File: config.mk
export PLATFORM = sky130hd
export DESIGN_NAME = lpm_ctrl
export DESIGN_NICKNAME = d
export VERILOG_FILES = /design/src/rtl/lpm_pkg.sv /design/src/rtl/lpm_entry_decode.sv /design/src/rtl/lpm_startup_timer.sv /design/src/rtl/lpm_fsm.sv /design/src/rtl/lpm_gate_decode.sv /design/src/rtl/lpm_ctrl.sv
export SDC_FILE = /design/constraint.sdc
export NUM_CORES = 1
export LEC_CHECK = 0
export ABC_AREA = 1
export BUFFER_PORTS_ARGS = -buffer_cell sky130_fd_sc_hd__buf_2
export CAP_MARGIN = 40
export CORE_MARGIN = 5
export CORE_UTILIZATION = 52
export DETAILED_ROUTE_END_ITERATION = 16
export PLACE_DENSITY_LB_ADDON = 0.25
export SLEW_MARGIN = 10
export SYNTH_ARGS = -nofsm -noshare
export SYNTH_HDL_FRONTEND = slang
export SYNTH_SLANG_ARGS = --single-unit
File: constraint.sdc
create_clock -name clk -period 1.79 [get_ports clk]
set_input_delay 0.0895 -clock clk [delete_from_list [all_inputs] [get_ports clk]]
set_output_delay 0.0895 -clock clk [all_outputs]
set_load 0.05 [all_outputs]
File: src/rtl/lpm_pkg.sv
package lpm_pkg;

  typedef enum logic [2:0] {
    ST_RUN,
    ST_ENTER,
    ST_SLP_FULL,
    ST_SLP_PIDLE,
    ST_SLP_SIDLE,
    ST_WAIT_SRC,
    ST_FAST,
    ST_DELAY
  } lpm_state_e;

  typedef enum logic [1:0] {
    TGT_FULL,
    TGT_PIDLE,
    TGT_SIDLE
  } lpm_target_e;

  localparam logic [1:0] SEL_SEC   = 2'b01;
  localparam logic [2:0] OSC_HSPLL = 3'd3;

  // codes 0..3 are crystal or resonator sources that need a start-up count
  function automatic logic osc_is_crystal(input logic [2:0] mode);
    return (mode <= OSC_HSPLL);
  endfunction

endpackage

File: src/rtl/lpm_entry_decode.sv
module lpm_entry_decode
  import lpm_pkg::*;
(
  input  logic        idle_en,
  input  logic [1:0]  clk_sel,
  input  logic        sec_osc_en,
  output lpm_target_e target,
  output logic        target_ok
);

  always_comb begin
    target    = TGT_FULL;
    target_ok = 1'b1;
    if (idle_en) begin
      if (clk_sel == SEL_SEC) begin
        target    = TGT_SIDLE;
        target_ok = sec_osc_en;
      end else begin
        target    = TGT_PIDLE;
      end
    end
  end

endmodule

File: src/rtl/lpm_startup_timer.sv
module lpm_startup_timer
  import lpm_pkg::*;
#(
  parameter int OST_CYCLES = 16,
  parameter int PLL_CYCLES = 8
) (
  input  logic       clk,
  input  logic       rst_n,
  input  logic       osc_on,
  input  logic [2:0] osc_mode,
  output logic       ready
);

  localparam int TOTAL = OST_CYCLES + PLL_CYCLES;
  localparam int CNT_W = $clog2(TOTAL + 1);

  logic [CNT_W-1:0] cnt_q, cnt_d;
  logic             rdy_q, rdy_d;
  logic [CNT_W-1:0] pll_extra;
  logic [CNT_W-1:0] limit;

  generate
    if (PLL_CYCLES > 0) begin : g_pll
      assign pll_extra = (osc_mode == OSC_HSPLL) ? CNT_W'(PLL_CYCLES) : '0;
    end else begin : g_nopll
      assign pll_extra = '0;
    end
  endgenerate

  // last count value before ready; non-crystal sources are ready after one edge
  assign limit = osc_is_crystal(osc_mode)
               ? (CNT_W'(OST_CYCLES) + pll_extra - CNT_W'(1))
               : '0;

  always_comb begin
    cnt_d = cnt_q;
    rdy_d = rdy_q;
    if (!osc_on) begin
      cnt_d = '0;
      rdy_d = 1'b0;
    end else if (!rdy_q) begin
      if (cnt_q >= limit) begin
        rdy_d = 1'b1;
      end else begin
        cnt_d = cnt_q + CNT_W'(1);
      end
    end
  end

  always_ff @(posedge clk or negedge rst_n) begin
    if (!rst_n) begin
      cnt_q <= '0;
      rdy_q <= 1'b0;
    end else begin
      cnt_q <= cnt_d;
      rdy_q <= rdy_d;
    end
  end

  assign ready = rdy_q;

endmodule

File: src/rtl/lpm_fsm.sv
module lpm_fsm
  import lpm_pkg::*;
#(
  parameter int TCSD_CYCLES = 2
) (
  input  logic        clk,
  input  logic        rst_n,
  input  logic        sleep_req,
  input  logic        wake,
  input  lpm_target_e target,
  input  logic        target_ok,
  input  logic        fast_start,
  input  logic        src_rdy,
  output lpm_state_e  state
);

  localparam int DLY_W = (TCSD_CYCLES > 1) ? $clog2(TCSD_CYCLES) : 1;
  localparam logic [DLY_W-1:0] DLY_LAST = DLY_W'(TCSD_CYCLES - 1);

  lpm_state_e       st_q, st_d;
  lpm_target_e      tgt_q, tgt_d;
  logic [DLY_W-1:0] dly_q, dly_d;

  always_comb begin
    st_d  = st_q;
    tgt_d = tgt_q;
    dly_d = '0;
    case (st_q)
      ST_RUN: begin
        if (sleep_req && !wake && target_ok) begin
          st_d  = ST_ENTER;
          tgt_d = target;
        end
      end
      ST_ENTER: begin
        if (wake) begin
          st_d = ST_RUN;
        end else begin
          case (tgt_q)
            TGT_PIDLE: st_d = ST_SLP_PIDLE;
            TGT_SIDLE: st_d = ST_SLP_SIDLE;
            default:   st_d = ST_SLP_FULL;
          endcase
        end
      end
      ST_SLP_FULL: begin
        if (wake) st_d = fast_start ? ST_FAST : ST_WAIT_SRC;
      end
      ST_SLP_PIDLE, ST_SLP_SIDLE: begin
        if (wake) st_d = ST_DELAY;
      end
      ST_WAIT_SRC: begin
        if (src_rdy) st_d = ST_DELAY;
      end
      ST_FAST: begin
        if (src_rdy) st_d = ST_RUN;
      end
      ST_DELAY: begin
        if (dly_q == DLY_LAST) begin
          st_d = ST_RUN;
        end else begin
          dly_d = dly_q + DLY_W'(1);
        end
      end
      default: st_d = ST_RUN;
    endcase
  end

  always_ff @(posedge clk or negedge rst_n) begin
    if (!rst_n) begin
      st_q  <= ST_RUN;
      tgt_q <= TGT_FULL;
      dly_q <= '0;
    end else begin
      st_q  <= st_d;
      tgt_q <= tgt_d;
      dly_q <= dly_d;
    end
  end

  assign state = st_q;

endmodule

File: src/rtl/lpm_gate_decode.sv
module lpm_gate_decode
  import lpm_pkg::*;
(
  input  lpm_state_e state,
  input  logic       wdt_en,
  input  logic       pri_rdy,
  input  logic [1:0] clk_sel,
  input  logic       sec_osc_run,
  output logic       cpu_clk_en,
  output logic       per_clk_en,
  output logic       pri_osc_en,
  output logic       rc_osc_en,
  output logic [2:0] osc_stat
);

  logic pri_on;
  logic on_sec;

  always_comb begin
    cpu_clk_en = (state == ST_RUN) || (state == ST_FAST);
    per_clk_en = !((state == ST_SLP_FULL) || (state == ST_WAIT_SRC));
    pri_on     = !((state == ST_SLP_FULL) || (state == ST_SLP_SIDLE));
    pri_osc_en = pri_on;
    rc_osc_en  = wdt_en || (state == ST_FAST);
    on_sec     = (clk_sel == SEL_SEC) && sec_osc_run &&
                 !((state == ST_SLP_FULL) || (state == ST_WAIT_SRC) ||
                   (state == ST_FAST));
    osc_stat   = {(state == ST_FAST), on_sec, (pri_rdy && pri_on)};
  end

endmodule

File: src/rtl/lpm_ctrl.sv
module lpm_ctrl
  import lpm_pkg::*;
#(
  parameter int OST_CYCLES  = 16,
  parameter int PLL_CYCLES  = 8,
  parameter int TCSD_CYCLES = 2
) (
  input  logic       clk,
  input  logic       rst_n,
  input  logic       sleep_req,
  input  logic       idle_en,
  input  logic [1:0] clk_sel,
  input  logic       sec_osc_en,
  input  logic       sec_osc_run,
  input  logic       wdt_en,
  input  logic       fast_start,
  input  logic [2:0] osc_mode,
  input  logic       wake,
  output logic       cpu_clk_en,
  output logic       per_clk_en,
  output logic       pri_osc_en,
  output logic       rc_osc_en,
  output logic [2:0] osc_stat
);

  lpm_target_e target;
  logic        target_ok;
  lpm_state_e  state_q;
  logic        pri_rdy;
  logic        src_rdy;

  assign src_rdy = (clk_sel == SEL_SEC) ? sec_osc_run : pri_rdy;

  lpm_entry_decode u_entry (
    .idle_en    (idle_en),
    .clk_sel    (clk_sel),
    .sec_osc_en (sec_osc_en),
    .target     (target),
    .target_ok  (target_ok)
  );

  lpm_fsm #(
    .TCSD_CYCLES (TCSD_CYCLES)
  ) u_fsm (
    .clk        (clk),
    .rst_n      (rst_n),
    .sleep_req  (sleep_req),
    .wake       (wake),
    .target     (target),
    .target_ok  (target_ok),
    .fast_start (fast_start),
    .src_rdy    (src_rdy),
    .state      (state_q)
  );

  lpm_startup_timer #(
    .OST_CYCLES (OST_CYCLES),
    .PLL_CYCLES (PLL_CYCLES)
  ) u_timer (
    .clk      (clk),
    .rst_n    (rst_n),
    .osc_on   (pri_osc_en),
    .osc_mode (osc_mode),
    .ready    (pri_rdy)
  );

  lpm_gate_decode u_gate (
    .state       (state_q),
    .wdt_en      (wdt_en),
    .pri_rdy     (pri_rdy),
    .clk_sel     (clk_sel),
    .sec_osc_run (sec_osc_run),
    .cpu_clk_en  (cpu_clk_en),
    .per_clk_en  (per_clk_en),
    .pri_osc_en  (pri_osc_en),
    .rc_osc_en   (rc_osc_en),
    .osc_stat    (osc_stat)
  );

endmodule

==> Flow_metrics.wiki, run 1 <==
{| class="wikitable"
! Metric !! Value
|-
| Global Route Usage Sum || between 10% and 20%
|-
| Reported leakage power || around 0.64 nW
|-
| Post-synth top area share || a little under a third
|-
| Maximum number of pins on one net before global-route repair || 13
|-
| Most area-hungry cell type in the Yosys netlist || sky130_fd_sc_hd__dfrtp_1
|-
| H-tree Lvls || 1
|-
| Final worst-path cycle share || between 90 and 100%
|-
| Final critical-path required period || ~1700 ps
|-
| Final-layout worst hold slack || around 72 ps
|-
| Fin Clk Skew || 5.45 ps
|-
| Slew margin rel. || between 80% and 90%
|-
| First-pass GRT wire length || ~3.6 mm
|-
| Count of buffers added by post-CTS timing repair for setup || 0
|-
| Crit Path Max Fanout || 7
|-
| Number of failing setup endpoints in the final timing report || 0
|-
| Cells after Synth || 142
|-
| Hold Crit Class || in2reg
|-
| CTS buffer count || 3
|-
| Initial antenna violation count || 0
|-
| Post-layout net count || about 190
|-
| Antenna diode count || 0
|-
| Data required time at the worst endpoint || 2010 ps
|-
| Die W || between 50 and 60 um
|-
| Clock-pin transition on the worst setup and hold timing paths || 70 ps
|-
| Unique cell type count in the Yosys netlist || 22
|-
| Synthesized Nets || 162
|-
| Top-level port count || 21
|-
| Starting DRT DRC Count || 42
|-
| Effective utilization at floorplan || a little over half
|-
| Number of buffer cells added on primary ports || 20
|-
| Die footprint || about 0.0028 sq mm
|-
| Clock net sink count || 12
|-
| Final weighted congestion of routability-driven global placement || approximately 0.9
|-
| Total routed wirelength || around 2.1 mm
|-
| Floorplan row count || 15
|-
| Area occupied by multi-input gates || around 540 sq um
|-
| Critical path endpoint category || flop
|-
| Max-cap viol count || 0
|-
| Antenna Nets Post-Route || 0
|-
| DP Wirelength || approximately 1.7 mm
|-
| Clock Path Buffers || 2
|-
| Cell types with the largest area share after synthesis || sky130_fd_sc_hd__dfrtp_1 (32%), sky130_fd_sc_hd__nand2_1 (14%), sky130_fd_sc_hd__nand3_1 (10%)
|-
| Number of cell instances on the worst register-to-register path || 8
|-
| Layout overhead on the synthesized area || 16.8%
|-
| Area occupied by registers || between 300 and 400 sq um
|-
| Achievable Freq || 604 MHz
|-
| Register-to-Register Setup Slack || ~130 ps
|-
| # DRC || 0
|-
| Number of register bits inferred by synthesis || 12
|-
| Max rail drop VDD || between 1 and 1.5 mV
|-
| Kind of start point of the critical path || flop
|-
| Yosys warns || 0
|-
| Sum of negative setup slack || 0 ps
|-
| CTS tree || yes
|-
| Overall overflow remaining after global route || 0
|-
| Arrival time reported for the critical path endpoint || approximately 1900 ps
|-
| Total of fill cells in the finished design || 178
|-
| Root buffer cell || sky130_fd_sc_hd__clkbuf_4
|-
| Via-to-Cell Ratio || roughly 5
|-
| Max-slew violation count || 0
|-
| Via count of the first global-routing pass || around 900
|-
| Syn Std Cell Area || roughly 940 sq um
|-
| Unrepaired setup endpoints after global routing || no
|-
| Top library cells by usage in the layout, fill and taps aside || sky130_fd_sc_hd__nand2_1 (36), sky130_fd_sc_hd__inv_1 (20), sky130_fd_sc_hd__buf_2 (20)
|-
| Share of layout cells above drive strength 1 || a little over a fifth
|-
| Routed wirelength normalized by instance count || 11.1 um
|-
| Least-Margin Pin Slew || 263 ps
|-
| Core box area || 0.00173 sq mm
|-
| Total number of vias || ~950
|-
| Sequential share of the synthesized area || between 30% and 40%
|-
| Status || complete, no violations
|-
| Critical Setup Path Class || reg2reg
|-
| Cell Pwr Density || 1890 mW/mm^2
|-
| Mean instance size in the synthesized netlist || roughly 6.6 sq um
|-
| Hold path cells || 3
|-
| Die outline height || around 53 um
|-
| Worst-skew pair later-pin latency || about 280 ps
|-
| Most common cell after layout, fill and taps aside || sky130_fd_sc_hd__nand2_1
|-
| Final Hold Fails || 0
|-
| Length of the first detailed-routing pass in iterations || 4
|}
-- Yosys cell counts (all sizes together) --
| library cell | n |
|---|---|
| nor2 | 19 |
| o211ai | 1 |
| nor3 | 3 |
| ha | 6 |
| a21oi | 2 |
| o21ai | 7 |
| buf | 1 |
| inv | 25 |
| nand2 | 38 |
| or2 | 1 |
| nand4 | 2 |
| dfrtp | 12 |
| nand3b | 2 |
| nand3 | 19 |
| xor2 | 3 |
| clkbuf | 1 |
-- layer usage --
layer  wire (um)  vias up  part of all wire (%)  track usage [%]
met4          32        0                   1.5             6.81
met2         983       37                    47             29.8
li1            -      491                     -                -
met3         171        5                   8.2             3.70
met1         910      421                    43             21.3
met5           0        -                     0                0
-- sequential cells by signal (all words and copies together), names as in the netlist --
signal         cells
u_fsm.dly_q        1
u_timer.ready      1
u_fsm.tgt_q        2
u_fsm.state        3
u_timer.cnt_q      5
-- cell families after synthesis --
kind of cell    share of synthesized area [%]
simple gates                             40.1
buf+inv                                  11.2
flops                                    32.0
compound gates                           5.99
fa+ha+maj                                7.99
xor+xnor                                 2.80
-- critical path, cell delays in order (launching register included) --
cell	delay, ps
sky130_fd_sc_hd__dfrtp_1	430
sky130_fd_sc_hd__ha_1	320
sky130_fd_sc_hd__nand2_1	70
sky130_fd_sc_hd__inv_1	40
sky130_fd_sc_hd__o21ai_0	200
sky130_fd_sc_hd__nand3_2	190
sky130_fd_sc_hd__inv_1	180
sky130_fd_sc_hd__nand3b_1	100
sky130_fd_sc_hd__nand2_1	60
-- area by class of cell --
type	instances	area share [%]
clock buffers	3	2.05
inverters	25	8.55
multi-input cells	103	49.1
flip-flops and latches	12	27.4
well taps	25	2.85
repair buffers	21	10.0
-- metrics by stage --
stage               worst slack, ps  util [%]  power (W)  instances  cell area [sq um]
global placement                238      61.4    0.00185        185               1060
detailed placement              108      61.4    0.00189        185               1060
finish                          134      63.6    0.00207        189               1100
global route                  0.169      63.6    0.00227        189               1100
floorplan                      65.7         -    0.00159        142                940
CTS                            83.3      63.3    0.00206        189               1090
-- what timing repair did --
action	CTS	global route
gates resized for setup	0	1
hold buffers	1	0
endpoints found under the hold margin	12	0
setup endpoints to repair	0	4
-- power breakdown --
part / internal [W] / leakage [nW] / switching (W)
clock: 0.0000781 / 0.0138 / 0.0000862
combinational: 0.000410 / 0.471 / 0.000970
sequential: 0.000393 / 0.153 / 0.000132
total: 0.000881 / 0.638 / 0.00119
-- final timing paths --
path | from | end
max in group asynchronous | rst_n | u_timer.cnt_q[3]
hold reg to reg | u_fsm.dly_q | u_fsm.dly_q
hold / removal | idle_en | u_fsm.tgt_q[0]
setup reg to reg | u_timer.cnt_q[2] | u_timer.cnt_q[4]
setup / recovery | u_timer.cnt_q[2] | u_timer.cnt_q[4]
min in group asynchronous | rst_n | u_timer.cnt_q[2]
Note: power is estimated with default switching activity, not from simulation.
==> run 2, diff against run 1 <==
--- a/config.mk
+++ b/config.mk
@@ -6,7 +6,7 @@
 export NUM_CORES = 1
 export LEC_CHECK = 0
 export ABC_AREA = 1
-export BUFFER_PORTS_ARGS = -buffer_cell sky130_fd_sc_hd__buf_2
+export BUFFER_PORTS_ARGS = -buffer_cell sky130_fd_sc_hd__buf_4
 export CAP_MARGIN = 40
 export CORE_MARGIN = 5
 export CORE_UTILIZATION = 52
==> run 2 against run 1 <==
Die area stayed put. Clock-buffer cell count stayed put. Design area is 4.6% higher. Global-route usage is 0.49 points higher. Setup slack better by 53 ps. Combinational power is 6% higher. Critical path depth stayed put. Register-to-register slack better by 50 ps. Final cell count stayed put. Maximum frequency is 3.3% higher.
==> Flow_metrics.wiki, run 2 (synthesis results as in run 1) <==
{| class="wikitable"
! Metric !! Value
|-
| Floorplan row count || 15
|-
| Max rail drop VDD || between 1 and 1.5 mV
|-
| Most common cell after layout, fill and taps aside || sky130_fd_sc_hd__nand2_1
|-
| Slew margin rel. || approximately 83%
|-
| Fraction of power consumed by sequential logic || around a quarter
|-
| Layout overhead on the synthesized area || 22.1%
|-
| Design Power || 0.00214 W
|-
| Utilization after layout || 66.4%
|-
| Critical path endpoint category || flop
|-
| Routed wirelength normalized by instance count || 11.5 um
|-
| Internal power || between 0.0009 and 0.001 W
|-
| Max stage delay cell, worst path || sky130_fd_sc_hd__dfrtp_1
|-
| Power share of the clock group || 7.5%
|-
| Unrepaired setup endpoints after global routing || no
|-
| Critical Setup Path Class || reg2reg
|-
| Busiest metal layer after global routing || met2
|-
| Total number of vias || between 900 and 1000
|-
| # DRC || 0
|-
| Cell Pwr Density || approximately 1900 mW/mm^2
|-
| Count of buffers added by post-CTS timing repair for setup || 0
|-
| CTS tree || yes
|-
| Core box area || 0.00173 sq mm
|-
| H-tree Lvls || 1
|-
| Length of the first detailed-routing pass in iterations || 4
|-
| Clock-pin transition on the worst setup and hold timing paths || 70 ps
|-
| Most used cell along the critical path || sky130_fd_sc_hd__nor2_1
|-
| Kind of start point of the critical path || flop
|-
| Logic gate share of total power || around two thirds
|-
| Final critical-path setup slack || approximately 190 ps
|-
| Max-slew violation count || 0
|-
| Cell Chain, Critical Path || ha_1 -> nand2_1 -> inv_1 -> o21ai_0 -> nand3_2 -> inv_2 -> nor2_1 -> nor2_1
|-
| Status || complete, no violations
|-
| Flip-flop count of the largest register after layout || 5
|-
| Switching power of the nets || around 0.0012 W
|-
| Effective utilization at floorplan || a little over half
|-
| Critical path buffer and inverter count || 2
|-
| Area of placed instances || roughly 0.0011 sq mm
|-
| Via-to-Cell Ratio || between 5 and 6
|-
| Total of fill cells in the finished design || 149
|-
| Met3 Track Usage GR || roughly 4%
|-
| Least-Margin Pin Slew || 250 ps
|-
| Starting DRT DRC Count || 42
|-
| Root buffer cell || sky130_fd_sc_hd__clkbuf_4
|-
| Final weighted congestion of routability-driven global placement || 0.923
|-
| Initial antenna violation count || 0
|-
| Fin Clk Skew || roughly 8.8 ps
|-
| Share of layout cells above drive strength 1 || between 20% and 30%
|-
| Top library cells by usage in the layout, fill and taps aside || sky130_fd_sc_hd__nand2_1 (36), sky130_fd_sc_hd__buf_4 (20), sky130_fd_sc_hd__inv_1 (19)
|-
| Final critical-path required period || ~1600 ps
|-
| Arrival time reported for the critical path endpoint || ~1800 ps
|-
| Die footprint || 0.00276 sq mm
|-
| Register with the most flip-flops || u_timer.cnt_q
|-
| Clock net sink count || 12
|-
| CTS buffer count || 3
|-
| Met2 demand-to-capacity share in global routing || a little under a third
|-
| Via count of the first global-routing pass || about 940
|-
| Crit Path Max Fanout || 7
|-
| Post-layout net count || ~190
|-
| Max-cap viol count || 0
|-
| Achievable Freq || ~620 MHz
|-
| Delay contributed by the slowest stage of the critical path || around 430 ps
|-
| Sum of negative setup slack || 0 ps
|-
| Top-level port count || 21
|-
| Clock Path Buffers || 2
|-
| Fraction of power spent switching nets || between 50 and 60%
|-
| Reported leakage power || ~0.65 nW
|-
| Fin area || 0.00115 sq mm
|-
| Antenna diode count || 0
|-
| Worst-skew pair later-pin latency || 270 ps
|-
| Antenna Nets Post-Route || 0
|-
| First-pass GRT wire length || between 3 and 4 mm
|-
| Hold Crit Class || in2reg
|-
| Top delay family on crit path || flip-flops
|-
| Overall overflow remaining after global route || 0
|-
| Data required time at the worst endpoint || 1990 ps
|-
| Global Route Usage Sum || between 15 and 20%
|-
| Final Hold Fails || 0
|-
| Die W || approximately 53 um
|-
| DP Wirelength || 1.78 mm
|-
| Total routed wirelength || 2.17 mm
|-
| Met1 layer usage reported by global route || about a fifth
|-
| Die outline height || around 53 um
|-
| Final worst-path cycle share || approximately 90%
|-
| Maximum number of pins on one net before global-route repair || 13
|-
| Post-Place Setup Slack || 135 ps
|-
| Number of buffer cells added on primary ports || 20
|-
| Number of failing setup endpoints in the final timing report || 0
|}
-- run 2: final timing paths --
check                                 startpoint          endpoint  slack [ps]  cells past startpoint
worst max-delay path            u_timer.cnt_q[2]  u_timer.cnt_q[1]         190                      8
worst min-delay path                     idle_en    u_fsm.tgt_q[0]          60                      3
worst max register to register  u_timer.cnt_q[2]  u_timer.cnt_q[1]         190                      8
worst min register to register       u_fsm.dly_q       u_fsm.dly_q         470                      1
max in group asynchronous                  rst_n    u_fsm.state[2]        1440                      2
min in group asynchronous                  rst_n  u_timer.cnt_q[2]         190                      2
-- run 2: cell type report --
cell class	instances	area, sq um	share of cell area [%]
inverters	25	93.8	8.18
repair buffers	21	160	14.0
clock buffers	3	22.5	1.96
flip-flops and latches	12	300	26.2
multi-input cells	103	539	47.0
well taps	25	31.3	2.73
-- run 2: power by group through the flow --
stage                     registers (W)  clock network (W)  logic (W)
after floorplan                0.000495                  0    0.00110
after global placement         0.000522                  0    0.00139
after detailed placement       0.000523                  0    0.00144
after CTS                      0.000518           0.000165    0.00144
after global routing           0.000536           0.000181    0.00163
final                          0.000526           0.000162    0.00146
-- run 2: worst reg2reg max path, stage by stage (launching register included) --
cell and delay, ps:
sky130_fd_sc_hd__dfrtp_1 430, sky130_fd_sc_hd__ha_1 330, sky130_fd_sc_hd__nand2_1 70, sky130_fd_sc_hd__inv_1 30, sky130_fd_sc_hd__o21ai_0 180, sky130_fd_sc_hd__nand3_2 190
sky130_fd_sc_hd__inv_2 140, sky130_fd_sc_hd__nor2_1 60, sky130_fd_sc_hd__nor2_1 110
-- run 2: per-layer routing --
| metal | share of wire, % | wire length (um) | vias to the layer above |
|---|---|---|---|
| met1 | 43 | 924 | 435 |
| met3 | 7.3 | 159 | 6 |
| li1 | - | - | 493 |
| met4 | 1.9 | 41 | 0 |
| met5 | 0 | 0 | - |
| met2 | 48 | 1040 | 31 |
-- run 2: metrics by stage --
stage                     instances  hold slack, ps
final                           189            61.7
after floorplan                 142            -206
after global placement          185           -66.4
after CTS                       189            67.3
after global routing            189            96.8
after detailed placement        185           -64.1
-- run 2: timing repair --
action	4_1_cts	5_1_grt
hold endpoints to repair	12	0
setup endpoints to repair	0	6
hold buffers	1	0
gates resized for setup	0	2
